**config.mk**
```make
export PLATFORM = sky130hd
export DESIGN_NAME = wide_mem_streamer
export DESIGN_NICKNAME = d
export VERILOG_FILES = /design/src/rtl/wms_pkg.sv /design/src/rtl/wms_fifo.sv /design/src/rtl/wms_ring_addr.sv /design/src/rtl/wms_rr_arb.sv /design/src/rtl/wide_mem_streamer.sv
export SDC_FILE = /design/constraint.sdc
export NUM_CORES = 1
export LEC_CHECK = 0
export BUFFER_PORTS_ARGS = -buffer_cell sky130_fd_sc_hd__clkbuf_2
export CORE_UTILIZATION = 55
export CTS_BUF_LIST = sky130_fd_sc_hd__clkbuf_16
export CTS_CLUSTER_SIZE = 40
export DETAILED_ROUTE_END_ITERATION = 10
export PLACE_DENSITY = 0.73
export SYNTH_ARGS = -nofsm -noshare
export SYNTH_HDL_FRONTEND = slang
export SYNTH_SLANG_ARGS = --single-unit
```
**constraint.sdc**
```tcl
create_clock -name clk -period 8.9 [get_ports clk]
set_input_delay 0.445 -clock clk [delete_from_list [all_inputs] [get_ports clk]]
set_output_delay 0.445 -clock clk [all_outputs]
set_load 0.05 [all_outputs]
```
**src/rtl/wms_pkg.sv**
```systemverilog
package wms_pkg;
   typedef enum logic [1:0] {
      SLOT_RX = 2'd0,
      SLOT_RF = 2'd1,
      SLOT_WX = 2'd2
   } slot_e;
   localparam int NUM_SLOTS = 3;
endpackage

```
**src/rtl/wms_fifo.sv**
```systemverilog
module wms_fifo #(
   parameter int W     = 72,
   parameter int DEPTH = 4
) (
   input  logic                       clk,
   input  logic                       rst,
   input  logic                       push,
   input  logic [W-1:0]               din,
   input  logic                       pop,
   output logic [W-1:0]               dout,
   output logic [$clog2(DEPTH):0]     count,
   output logic                       full,
   output logic                       empty
);
   localparam int AW = $clog2(DEPTH);

   generate
      if (DEPTH < 2 || (1 << AW) != DEPTH) begin : g_bad_depth
         $error("wms_fifo: DEPTH must be a power of two of at least 2");
      end
   endgenerate

   logic [W-1:0]  store [DEPTH];
   logic [AW-1:0] wp, rp;

   always_ff @(posedge clk) begin
      if (push) store[wp] <= din;
   end

   always_ff @(posedge clk) begin
      if (rst) begin
         wp    <= '0;
         rp    <= '0;
         count <= '0;
      end else begin
         if (push) wp <= wp + 1'b1;
         if (pop)  rp <= rp + 1'b1;
         unique case ({push, pop})
            2'b10:   count <= count + 1'b1;
            2'b01:   count <= count - 1'b1;
            default: ;
         endcase
      end
   end

   assign dout  = store[rp];
   assign full  = (count == (AW+1)'(DEPTH));
   assign empty = (count == '0);


   fifo_no_overflow_chk: assert property (@(posedge clk) disable iff (rst)
      push |-> !full);

   fifo_no_underflow_chk: assert property (@(posedge clk) disable iff (rst)
      pop |-> !empty);
endmodule

```
**src/rtl/wms_ring_addr.sv**
```systemverilog
module wms_ring_addr #(
   parameter int AW   = 8,
   parameter int BASE = 0,
   parameter int SPAN = 8
) (
   input  logic          clk,
   input  logic          rst,
   input  logic          step,
   output logic [AW-1:0] addr
);
   localparam logic [AW-1:0] FIRST = AW'(BASE);
   localparam logic [AW-1:0] LAST  = AW'(BASE + SPAN - 1);

   generate
      if (SPAN < 1 || BASE + SPAN > (1 << AW)) begin : g_bad_span
         $error("wms_ring_addr: ring does not fit in the address space");
      end
   endgenerate

   always_ff @(posedge clk) begin
      if (rst)       addr <= FIRST;
      else if (step) addr <= (addr == LAST) ? FIRST : addr + 1'b1;
   end


   ring_wrap_chk: assert property (@(posedge clk) disable iff (rst)
      (step && addr == LAST) |=> addr == FIRST);

   ring_step_chk: assert property (@(posedge clk) disable iff (rst)
      (step && addr != LAST) |=> addr == $past(addr) + 1'b1);
endmodule

```
**src/rtl/wms_rr_arb.sv**
```systemverilog
module wms_rr_arb #(
   parameter int N = 3
) (
   input  logic         clk,
   input  logic         rst,
   input  logic [N-1:0] elig,
   output logic [N-1:0] gnt
);
   localparam int IW = (N > 1) ? $clog2(N) : 1;

   logic [IW-1:0] last;

   always_comb begin
      logic found;
      gnt   = '0;
      found = 1'b0;
      for (int k = 1; k <= N; k++) begin
         int idx;
         idx = (int'(last) + k) % N;
         if (!found && elig[idx]) begin
            gnt[idx] = 1'b1;
            found    = 1'b1;
         end
      end
   end

   always_ff @(posedge clk) begin
      if (rst) last <= IW'(N - 1);
      else begin
         for (int i = 0; i < N; i++) begin
            if (gnt[i]) last <= IW'(i);
         end
      end
   end

   generate
      for (genvar i = 0; i < N; i++) begin : g_fair

         rr_fair_chk: assert property (@(posedge clk) disable iff (rst)
            gnt[i] ##1 gnt[i] |-> $countones(elig) == 1);
      end
   endgenerate
endmodule

```
**src/rtl/wide_mem_streamer.sv**
```systemverilog
module wide_mem_streamer
   import wms_pkg::*;
#(
   parameter int LANE_W      = 24,
   parameter int WORD_W      = 72,
   parameter int ADDR_W      = 8,
   parameter int FRAME_WORDS = 8,
   parameter int X_BASE      = 0,
   parameter int F_BASE      = 64,
   parameter int W_BASE      = 128,
   parameter int IN_DEPTH    = 4,
   parameter int OUT_DEPTH   = 4,
   parameter int HEADROOM    = 2
) (
   input  logic              clk,
   input  logic              rst,
   output logic [ADDR_W-1:0] mem_addr,
   output logic              mem_re,
   output logic              mem_we,
   output logic [WORD_W-1:0] mem_wdata,
   input  logic [WORD_W-1:0] mem_rdata,
   output logic [LANE_W-1:0] x_lane,
   output logic [LANE_W-1:0] f_lane,
   output logic              calc_en,
   input  logic              xn_valid,
   input  logic [LANE_W-1:0] xn_lane,
   input  logic              sleep_req,
   output logic              frame_irq
);
   localparam int LANES       = WORD_W / LANE_W;
   localparam int LIW         = (LANES > 1) ? $clog2(LANES) : 1;
   localparam int FRAME_PAIRS = FRAME_WORDS * LANES;
   localparam int FCW         = (FRAME_PAIRS > 1) ? $clog2(FRAME_PAIRS) : 1;
   localparam int ICW         = $clog2(IN_DEPTH) + 1;
   localparam int OCW         = $clog2(OUT_DEPTH) + 1;

   generate
      if (WORD_W % LANE_W != 0 || LANES < 2) begin : g_bad_lanes
         $error("wide_mem_streamer: WORD_W must hold a whole number (>=2) of lanes");
      end
      if (HEADROOM < 1 || HEADROOM >= OUT_DEPTH) begin : g_bad_headroom
         $error("wide_mem_streamer: HEADROOM must lie in 1..OUT_DEPTH-1");
      end
      if (FRAME_WORDS < 1) begin : g_bad_frame
         $error("wide_mem_streamer: FRAME_WORDS must be positive");
      end
   endgenerate

   // ---------------- arbitration ----------------
   logic [NUM_SLOTS-1:0] elig, gnt;
   logic [1:0]           rd_pend;

   wms_rr_arb #(.N(NUM_SLOTS)) u_arb (
      .clk(clk), .rst(rst), .elig(elig), .gnt(gnt)
   );

   always_ff @(posedge clk) begin
      if (rst) rd_pend <= '0;
      else     rd_pend <= {gnt[SLOT_RF], gnt[SLOT_RX]};
   end

   // ---------------- read streams ----------------
   logic [WORD_W-1:0] in_head [2];
   logic [ICW-1:0]    in_cnt  [2];
   logic [ADDR_W-1:0] rd_addr [2];
   logic [1:0]        in_full, in_empty, in_pop;
   logic [LIW-1:0]    li;

   generate
      for (genvar s = 0; s < 2; s++) begin : g_rd
         wms_ring_addr #(
            .AW(ADDR_W), .BASE((s == 0) ? X_BASE : F_BASE), .SPAN(FRAME_WORDS)
         ) u_ring (
            .clk(clk), .rst(rst), .step(gnt[s]), .addr(rd_addr[s])
         );
         wms_fifo #(.W(WORD_W), .DEPTH(IN_DEPTH)) u_fifo (
            .clk(clk), .rst(rst), .push(rd_pend[s]), .din(mem_rdata),
            .pop(in_pop[s]), .dout(in_head[s]), .count(in_cnt[s]),
            .full(in_full[s]), .empty(in_empty[s])
         );
         assign elig[s] = !rst && !in_full[s] &&
                          (int'(in_cnt[s]) + int'(rd_pend[s]) < IN_DEPTH);
         assign in_pop[s] = calc_en && (li == LIW'(LANES - 1));
      end
   endgenerate

   // ---------------- write stream ----------------
   logic [WORD_W-1:0] out_head, pk_word, pk_next;
   logic [OCW-1:0]    out_cnt;
   logic              out_full, out_empty, out_push;
   logic [LIW-1:0]    pk_idx;
   logic [ADDR_W-1:0] wr_addr;

   wms_ring_addr #(.AW(ADDR_W), .BASE(W_BASE), .SPAN(FRAME_WORDS)) u_wring (
      .clk(clk), .rst(rst), .step(gnt[SLOT_WX]), .addr(wr_addr)
   );

   always_comb begin
      pk_next = pk_word;
      pk_next[int'(pk_idx)*LANE_W +: LANE_W] = xn_lane;
   end
   assign out_push = xn_valid && (pk_idx == LIW'(LANES - 1));

   wms_fifo #(.W(WORD_W), .DEPTH(OUT_DEPTH)) u_ofifo (
      .clk(clk), .rst(rst), .push(out_push), .din(pk_next),
      .pop(gnt[SLOT_WX]), .dout(out_head), .count(out_cnt),
      .full(out_full), .empty(out_empty)
   );
   assign elig[SLOT_WX] = !rst && !out_empty;

   always_ff @(posedge clk) begin
      if (rst) begin
         pk_idx  <= '0;
         pk_word <= '0;
      end else if (xn_valid) begin
         pk_word <= pk_next;
         pk_idx  <= (pk_idx == LIW'(LANES - 1)) ? '0 : pk_idx + 1'b1;
      end
   end

   // ---------------- memory port ----------------
   assign mem_re    = gnt[SLOT_RX] | gnt[SLOT_RF];
   assign mem_we    = gnt[SLOT_WX];
   assign mem_wdata = out_head;
   assign mem_addr  = gnt[SLOT_RX] ? rd_addr[0] :
                      gnt[SLOT_RF] ? rd_addr[1] : wr_addr;

   // ---------------- engine side ----------------
   assign calc_en = !rst && !sleep_req && !in_empty[0] && !in_empty[1] &&
                    !out_full && (int'(out_cnt) < OUT_DEPTH - HEADROOM);
   assign x_lane  = in_head[0][int'(li)*LANE_W +: LANE_W];
   assign f_lane  = in_head[1][int'(li)*LANE_W +: LANE_W];

   always_ff @(posedge clk) begin
      if (rst)          li <= '0;
      else if (calc_en) li <= (li == LIW'(LANES - 1)) ? '0 : li + 1'b1;
   end

   // ---------------- frame completion ----------------
   logic [FCW-1:0] fcnt;

   always_ff @(posedge clk) begin
      if (rst) begin
         fcnt      <= '0;
         frame_irq <= 1'b0;
      end else begin
         frame_irq <= 1'b0;
         if (xn_valid) begin
            if (fcnt == FCW'(FRAME_PAIRS - 1)) begin
               fcnt      <= '0;
               frame_irq <= 1'b1;
            end else begin
               fcnt <= fcnt + 1'b1;
            end
         end
      end
   end


   port_excl_chk: assert property (@(posedge clk) disable iff (rst)
      !(mem_re && mem_we));

   lane_hold_chk: assert property (@(posedge clk) disable iff (rst)
      (!calc_en && !in_empty[0] && !in_empty[1]) |=> $stable(x_lane) && $stable(f_lane));

   irq_pulse_chk: assert property (@(posedge clk) disable iff (rst)
      (frame_irq && FRAME_PAIRS > 1) |=> !frame_irq);

   reset_quiet_chk: assert property (@(posedge clk)
      rst |-> !mem_re && !mem_we && !calc_en);
endmodule

```
### Yosys cells after proc, flatten, opt, wreduce, memory -nomap -nowiden

Memories as Yosys holds them, arrays and structs flattened. A register that Yosys moved wholly into a read port is not among the register bits.
Cells that the tools add are included.

| word-level totals | value |
|---|---|
| register bits after elaboration | 131 |
| memory bits (writable) | 864 |
| bits of input ports | 100 |
| output and inout bits | 132 |
| logic and storage cells | 166 |
| memories kept | 3 |

| operators by class | value |
|---|---|
| add/sub/neg operators | 24 |
| $mul | 2 |
| divide/modulo/power cells | 3 |
| order comparisons | 9 |
| eq/ne operators | 15 |
| shifts and indexed selects | 4 |
| muxes and demuxes | 47 |
| bitwise gates (word level) | 4 |
| reductions and logical operators | 36 |

Memories:

| name | words | width | rd ports | clocked after memory_dff | wr ports | RTL line | RTL |
|---|---|---|---|---|---|---|---|
| g_rd[0].u_fifo.store | 4 | 72 | 1 | 1 | 1 | wms_fifo.sv:23 | `logic [W-1:0] store [DEPTH];` |
| g_rd[1].u_fifo.store | 4 | 72 | 1 | 1 | 1 | wms_fifo.sv:23 |  |
| u_ofifo.store | 4 | 72 | 1 | 1 | 1 | wms_fifo.sv:23 |  |

Operators with widths:

| operator | count |
|---|---|
| greater-or-equal comparator 32 x 1 -> 1 bit, second input constant | 3 |
| less-than comparator 32 x 4 -> 1 bit, second input constant | 3 |
| remainder unit 32 x 3 -> 32 bit, second input constant | 3 |
| bitwise mux 72 bit | 1 |
| variable shift 24 x 33 -> 72 bit, first input constant | 1 |
| indexed part select 24 x 33 -> 72 bit | 1 |
| indexed part select 72 x 32 -> 24 bit | 1 |
| indexed part select 72 x 8 -> 24 bit | 1 |
| two-way mux 8 bit | 5 |
| negator 7 -> 33 bit | 1 |
| adder 8 x 1 -> 8 bit, second input constant | 3 |
| two-way mux 2 bit | 10 |
| two-way mux 1 bit | 18 |
| case mux 3 bit (2 select lines) | 3 |
| logical AND 1 bit | 17 |
| adder 2 x 1 -> 2 bit, second input constant | 8 |
| equality test 2 bit, second input constant | 5 |
| zero test 1 bit | 10 |
| adder 3 x 1 -> 3 bit, second input constant | 3 |
| equality test 3 bit, second input constant | 3 |
| zero test 3 bit | 3 |
| two-way mux 3 bit | 3 |
| subtractor 3 x 1 -> 3 bit, second input constant | 3 |
| adder 3 x 1 -> 4 bit | 2 |
| other kinds (19) | 33 |

### Depth between registers and ports, before layout

| depth | value |
|---|---|
| depth after elaboration | 16 |
| gate-level depth with buffers | 15 |
| mapped depth without buffers | 13 |

### Modules after synthesis

From an unflattened synthesis, not the netlist that was laid out.

| second synthesis, totals | value |
|---|---|
| cells, all modules | 2193 |
| area, all modules | 40154.8 sq um |

Modules (own cells, without submodules):

| module | instances | cells each | area each (sq um) | seq. area each (sq um) |
|---|---|---|---|---|
| wms_fifo | 3 | 423 | 10901.7 | 8828.5 |
| wide_mem_streamer | 1 | 762 | 5988.2 | 1681.6 |
| wms_ring_addr (u_wring) | 1 | 39 | 375.4 | 160.2 |
| wms_ring_addr (g_rd[1].u_ring) | 1 | 39 | 365.4 | 160.2 |
| wms_ring_addr (g_rd[0].u_ring) | 1 | 39 | 362.8 | 160.2 |
| wms_rr_arb | 1 | 45 | 357.8 | 40.0 |

### Least setup slack after synthesis

Ideal clock, no wire load.

| path | value |
|---|---|
| path kind | register to register |
| start | reg pk_idx[0] |
| end | mem u_ofifo.store[1][0], enable pin |
| library setup time | 0.438 ns |
| arrival | 3.335 ns |
| data required time | 8.462 ns |
| slack | 5.126 ns |
| stages on the path, launching flop included | 7 |
| path buffers | 3 |
| period minus slack after synthesis | 3.774 ns |
| cell sequence | dfxtp_1 > buf_1 > clkinv_1 > ha_1 > clkbuf_1 > clkbuf_1 > and3_1 |

| on the way | value |
|---|---|
| cells in the longest elaborated chain, start to end | 4 |

RTL lines:

| element | RTL line | RTL |
|---|---|---|
| start, declared | wide_mem_streamer.sv:91 | `logic [LIW-1:0] pk_idx;` |
| start signal, assigned | wide_mem_streamer.sv:117 | `pk_idx <= (pk_idx == LIW'(LANES - 1)) ? '0 : pk_idx + 1'b1;` |
| equality test 2 bit | wide_mem_streamer.sv:102 | `assign out_push = xn_valid && (pk_idx == LIW'(LANES - 1));` |
| logical AND 1 bit | wide_mem_streamer.sv:102 |  |
| two-way mux 1 bit | wms_fifo.sv:27 | `if (push) store[wp] <= din;` |
| two-way mux 1 bit (not written as such) | wms_fifo.sv:27 |  |
| end, declared | wms_fifo.sv:23 |  |

Every way passes these cells.

### Worst setup path after layout

| path | value |
|---|---|
| start | reg pk_idx[0] |
| end | reg pk_word[23] |

| on the way | value |
|---|---|
| cells in the longest elaborated chain, start to end | 4 |
| elaborated cells between the ends (all ways) | 5 |
| classes of those cells | add/sub: 1; mul: 1; shift: 2; mux: 1 |

RTL lines:

| element | RTL line | RTL |
|---|---|---|
| multiplier 2 x 2 -> 4 bit (*) | wide_mem_streamer.sv:100 | `pk_next[int'(pk_idx)*LANE_W +: LANE_W] = xn_lane;` |
| negator 7 -> 33 bit (*) | wide_mem_streamer.sv:100 |  |
| indexed part select 24 x 33 -> 72 bit / variable shift 24 x 33 -> 72 bit (equally long branches) | wide_mem_streamer.sv:100 |  |
| bitwise mux 72 bit (*) | wide_mem_streamer.sv:100 |  |
| net pk_next[23] | wide_mem_streamer.sv:88 | `logic [WORD_W-1:0] out_head, pk_word, pk_next;` |
| end signal, assigned | wide_mem_streamer.sv:116 | `pk_word <= pk_next;` |
| end, declared | wide_mem_streamer.sv:88 |  |

Mark *: on every way through the listed nets, which the timed path passes. The rest lies on a longest branch.
A chain may end at the register's enable or synchronous reset.

==> flow_metrics.env <==
export IMPL_first_pass_iters=5
export IMPL_crit_required_ns=9.47
export IMPL_die_area_um2=73150
export IMPL_hold_ws_ns=0.07010
export IMPL_cts_buffer_depth=3
export IMPL_crit_path_start_kind="register"
export IMPL_antenna_left=0
export IMPL_synth_most_common_cell="edfxtp_1"
export IMPL_core_rowCount=98
export IMPL_tritoncts="done"
export IMPL_min_delay_path_class="in -> reg"
export IMPL_die_w_um=270.5
export IMPL_cts_sinks=1001
export IMPL_drt_iter0_markers=1933
export IMPL_hold_buffers=0
export IMPL_vdd_drop_max_uv=272.9
export IMPL_p_per_area_nw_per_um2=272.0
export IMPL_min_period_ns=4.892
export IMPL_worstSkewPairLatency_ns=0.66
export IMPL_skew_ns=0.03343
export IMPL_place_ws_ns=4.157
export IMPL_post_route_period_util_pct=54.96
export IMPL_ys_ff_latch=1001
export IMPL_cp_common_cell="nor2_1"
export IMPL_grt_max_degree=74
export IMPL_finalPower_mw=12.20
export IMPL_async_reset_ff_share_pct=0
export IMPL_worst_slew_pin_slew_ns=1.192
export IMPL_path_max_fanout=31
export IMPL_syn_area_um2=39640
export IMPL_antenna_found_initial=10
export IMPL_synth_fp_nets=2398
export IMPL_post_cts_buffers=0
export IMPL_coreArea_um2=71360
export IMPL_cp_buffers_inverters=1
export IMPL_slew_viol_final=0
export IMPL_synth_common_cells="864 x edfxtp_1, 216 x mux4_2, 147 x nand2_1"
export IMPL_slew_limit_headroom_pct=20.52
export IMPL_synth_top_cell_by_area="edfxtp_1"
export IMPL_h_tree_depth=3
export IMPL_synth_top_family_by_area="multiplexers"
export IMPL_vias=21273
export IMPL_overflow=0
export IMPL_synthAdderAreaFrac_pct=1.035
export IMPL_grt_total_usage_pct=23.47
export IMPL_hpwl_um=49590
export IMPL_synth_edff_count=864
export IMPL_nets=2624
export IMPL_drt_wl_total_um=85460
export IMPL_io_pins=232
export IMPL_yosys_area_share_simple_pct=4.302
export IMPL_ys_seq_area_share_pct=72.37
export IMPL_die_h_um=270.5
export IMPL_yosysUniqueCellTypes=63
export IMPL_slowest_delay_ns=1.00
export IMPL_drc=0
export IMPL_hold_viol_final=0
export IMPL_avgSynthCellArea_um2=17.49
export IMPL_yosys_warnings=0
export IMPL_area_growth_pct=13.17
export IMPL_synth_xor_area_share_pct=0.3756
export IMPL_synth_compound_area_share_pct=5.025
export IMPL_netlist_instances=2267
export IMPL_via_per_inst=6.030
export IMPL_gp_congestion=0.8589
export IMPL_start_util_pct=55.55
export IMPL_grt_pass1_wl_um=130200
export IMPL_synth_mux_area_fraction_pct=14.66
export IMPL_clkSlewWorstSetupHoldPaths_ns=0.06
export IMPL_finalSetupTns_ns=0
export IMPL_synth_top_area_share_pct=65.45
export IMPL_final_util_pct=62.86
export IMPL_portBuffers=231
export IMPL_layout_setup_ws_ns=4.008
export IMPL_fmax_ghz=0.2044
export IMPL_synth_main_ff_cell="edfxtp_1"
export IMPL_cts_resized=0
export IMPL_cts_root_buf="clkbuf_16"
export IMPL_maxCapViolCount=0
export IMPL_rsz0062_at_grt="no"
export IMPL_setup_viol=0
export IMPL_grt_pass1_vias=22060
export IMPL_critPathSlowestCell="and2_1"
export IMPL_critPathCaptureType="register"
export IMPL_status="completed"
export IMPL_wl_per_cell_um=24.22
export IMPL_crit_type="reg -> reg"
export IMPL_cpLargestDelayFamily="simple AND/OR/NAND/NOR gates"
export IMPL_drive_gt1_share_pct=25.04
export IMPL_p_leak_nw=14.88
export IMPL_crit_arrival_ns=5.46
export IMPL_crit_chain="clkinv_1, ha_1, nor2_1, and2_1, a22oi_1, a21oi_1, mux2i_1, nor2_1"
export IMPL_cts_inserted_buffers=97
export IMPL_synthTopCellsByArea="edfxtp_1 65%, mux4_2 12%, dfxtp_1 6.9%"
-- kinds of logic after synthesis --
group / Yosys count
simple gates: 373
flops: 1001
fa+ha+maj: 31
xor+xnor: 17
mux: 310
buf+inv: 232
compound gates: 303
-- through the flow --
step                instances  instance area (µm²)
finish                   3528                44860
global placement         3344                41780
global route             3527                44860
CTS                      3526                44850
floorplan                2267                39640
detailed placement       3344                41780
-- per-layer routing --
layer / track usage, % / wire length (µm)
met1: 29.62 / 32960
met2: 40.67 / 43830
met3: 4.633 / 6195
met4: 7.999 / 2373
met5: 0 / 100
-- cell type report --
type | instances | area [µm²]
sequential | 1001 | 28720
fill | 4974 | 26500
multi-input combinational | 1034 | 10110
clock buffer | 100 | 2502
timing repair buffer | 263 | 1399
tap | 950 | 1189
clock inverter | 82 | 575.6
inverter | 96 | 360.3
antenna | 2 | 5.005
-- state kept, by name, indices dropped and copies added, names as in the netlist, named ones only --
name               count
li                     2
g_rd.u_fifo.wp         4
pk_idx                 2
g_rd.u_fifo.store    576
u_ofifo.rp             2
frame_irq              1
fcnt                   5
g_rd.u_fifo.count      6
g_rd.u_fifo.rp         4
g_rd.u_ring.addr      16
pk_word               72
rd_pend                2
u_ofifo.store        288
u_ofifo.count          3
u_ofifo.wp             2
u_arb.last             2
u_wring.addr           8
-- where the power goes --
| part | internal (mW) | switching [mW] |
|---|---|---|
| sequential | 5.73 | 0.195 |
| clock | 2.21 | 1.71 |
| combinational | 0.708 | 1.65 |
-- placed cells by master, fill, tap and decap left out, types with 26 or more instances in the layout --
master,netlist,final
o21ai_0,91,91
mux4_2,216,216
dfxtp_1,137,129
nand3_1,35,35
ha_1,28,28
a22oi_1,35,35
inv_1,94,118
buf_4,2,33
edfxtp_1,864,864
a21oi_1,51,51
clkbuf_2,0,230
clkbuf_16,0,100
clkinv_1,2,26
nand2_1,147,147
mux2i_1,91,91
o22ai_1,44,44
nor2_1,97,97
-- worst register-to-register path, delay by kind of cell, from the launching register on --
kind | cells | cell delay (ns)
fa+ha+maj | 1 | 0.82
flops | 1 | 0.97
compound gates | 2 | 0.64
mux | 1 | 0.14
buf+inv | 1 | 0.56
simple gates | 3 | 1.69
-- path summary, 6_finish.rpt --
path / startpoint / to / slack, ns / cells past startpoint
setup / recovery: pk_idx[0]$_SDFFE_PP0P_ / pk_word[23]$_SDFFE_PP0P_ / 4.01 / 8
hold / removal: mem_rdata[27] / g_rd[0].u_fifo.store[2][27]$_DFFE_PP_ / 0.07 / 1
setup reg to reg: pk_idx[0]$_SDFFE_PP0P_ / pk_word[23]$_SDFFE_PP0P_ / 4.01 / 8
hold reg to reg: u_ofifo.rp[1]$_SDFFE_PP0P_ / register / 0.45 / 1
Note: power is estimated with default switching activity, not from simulation.
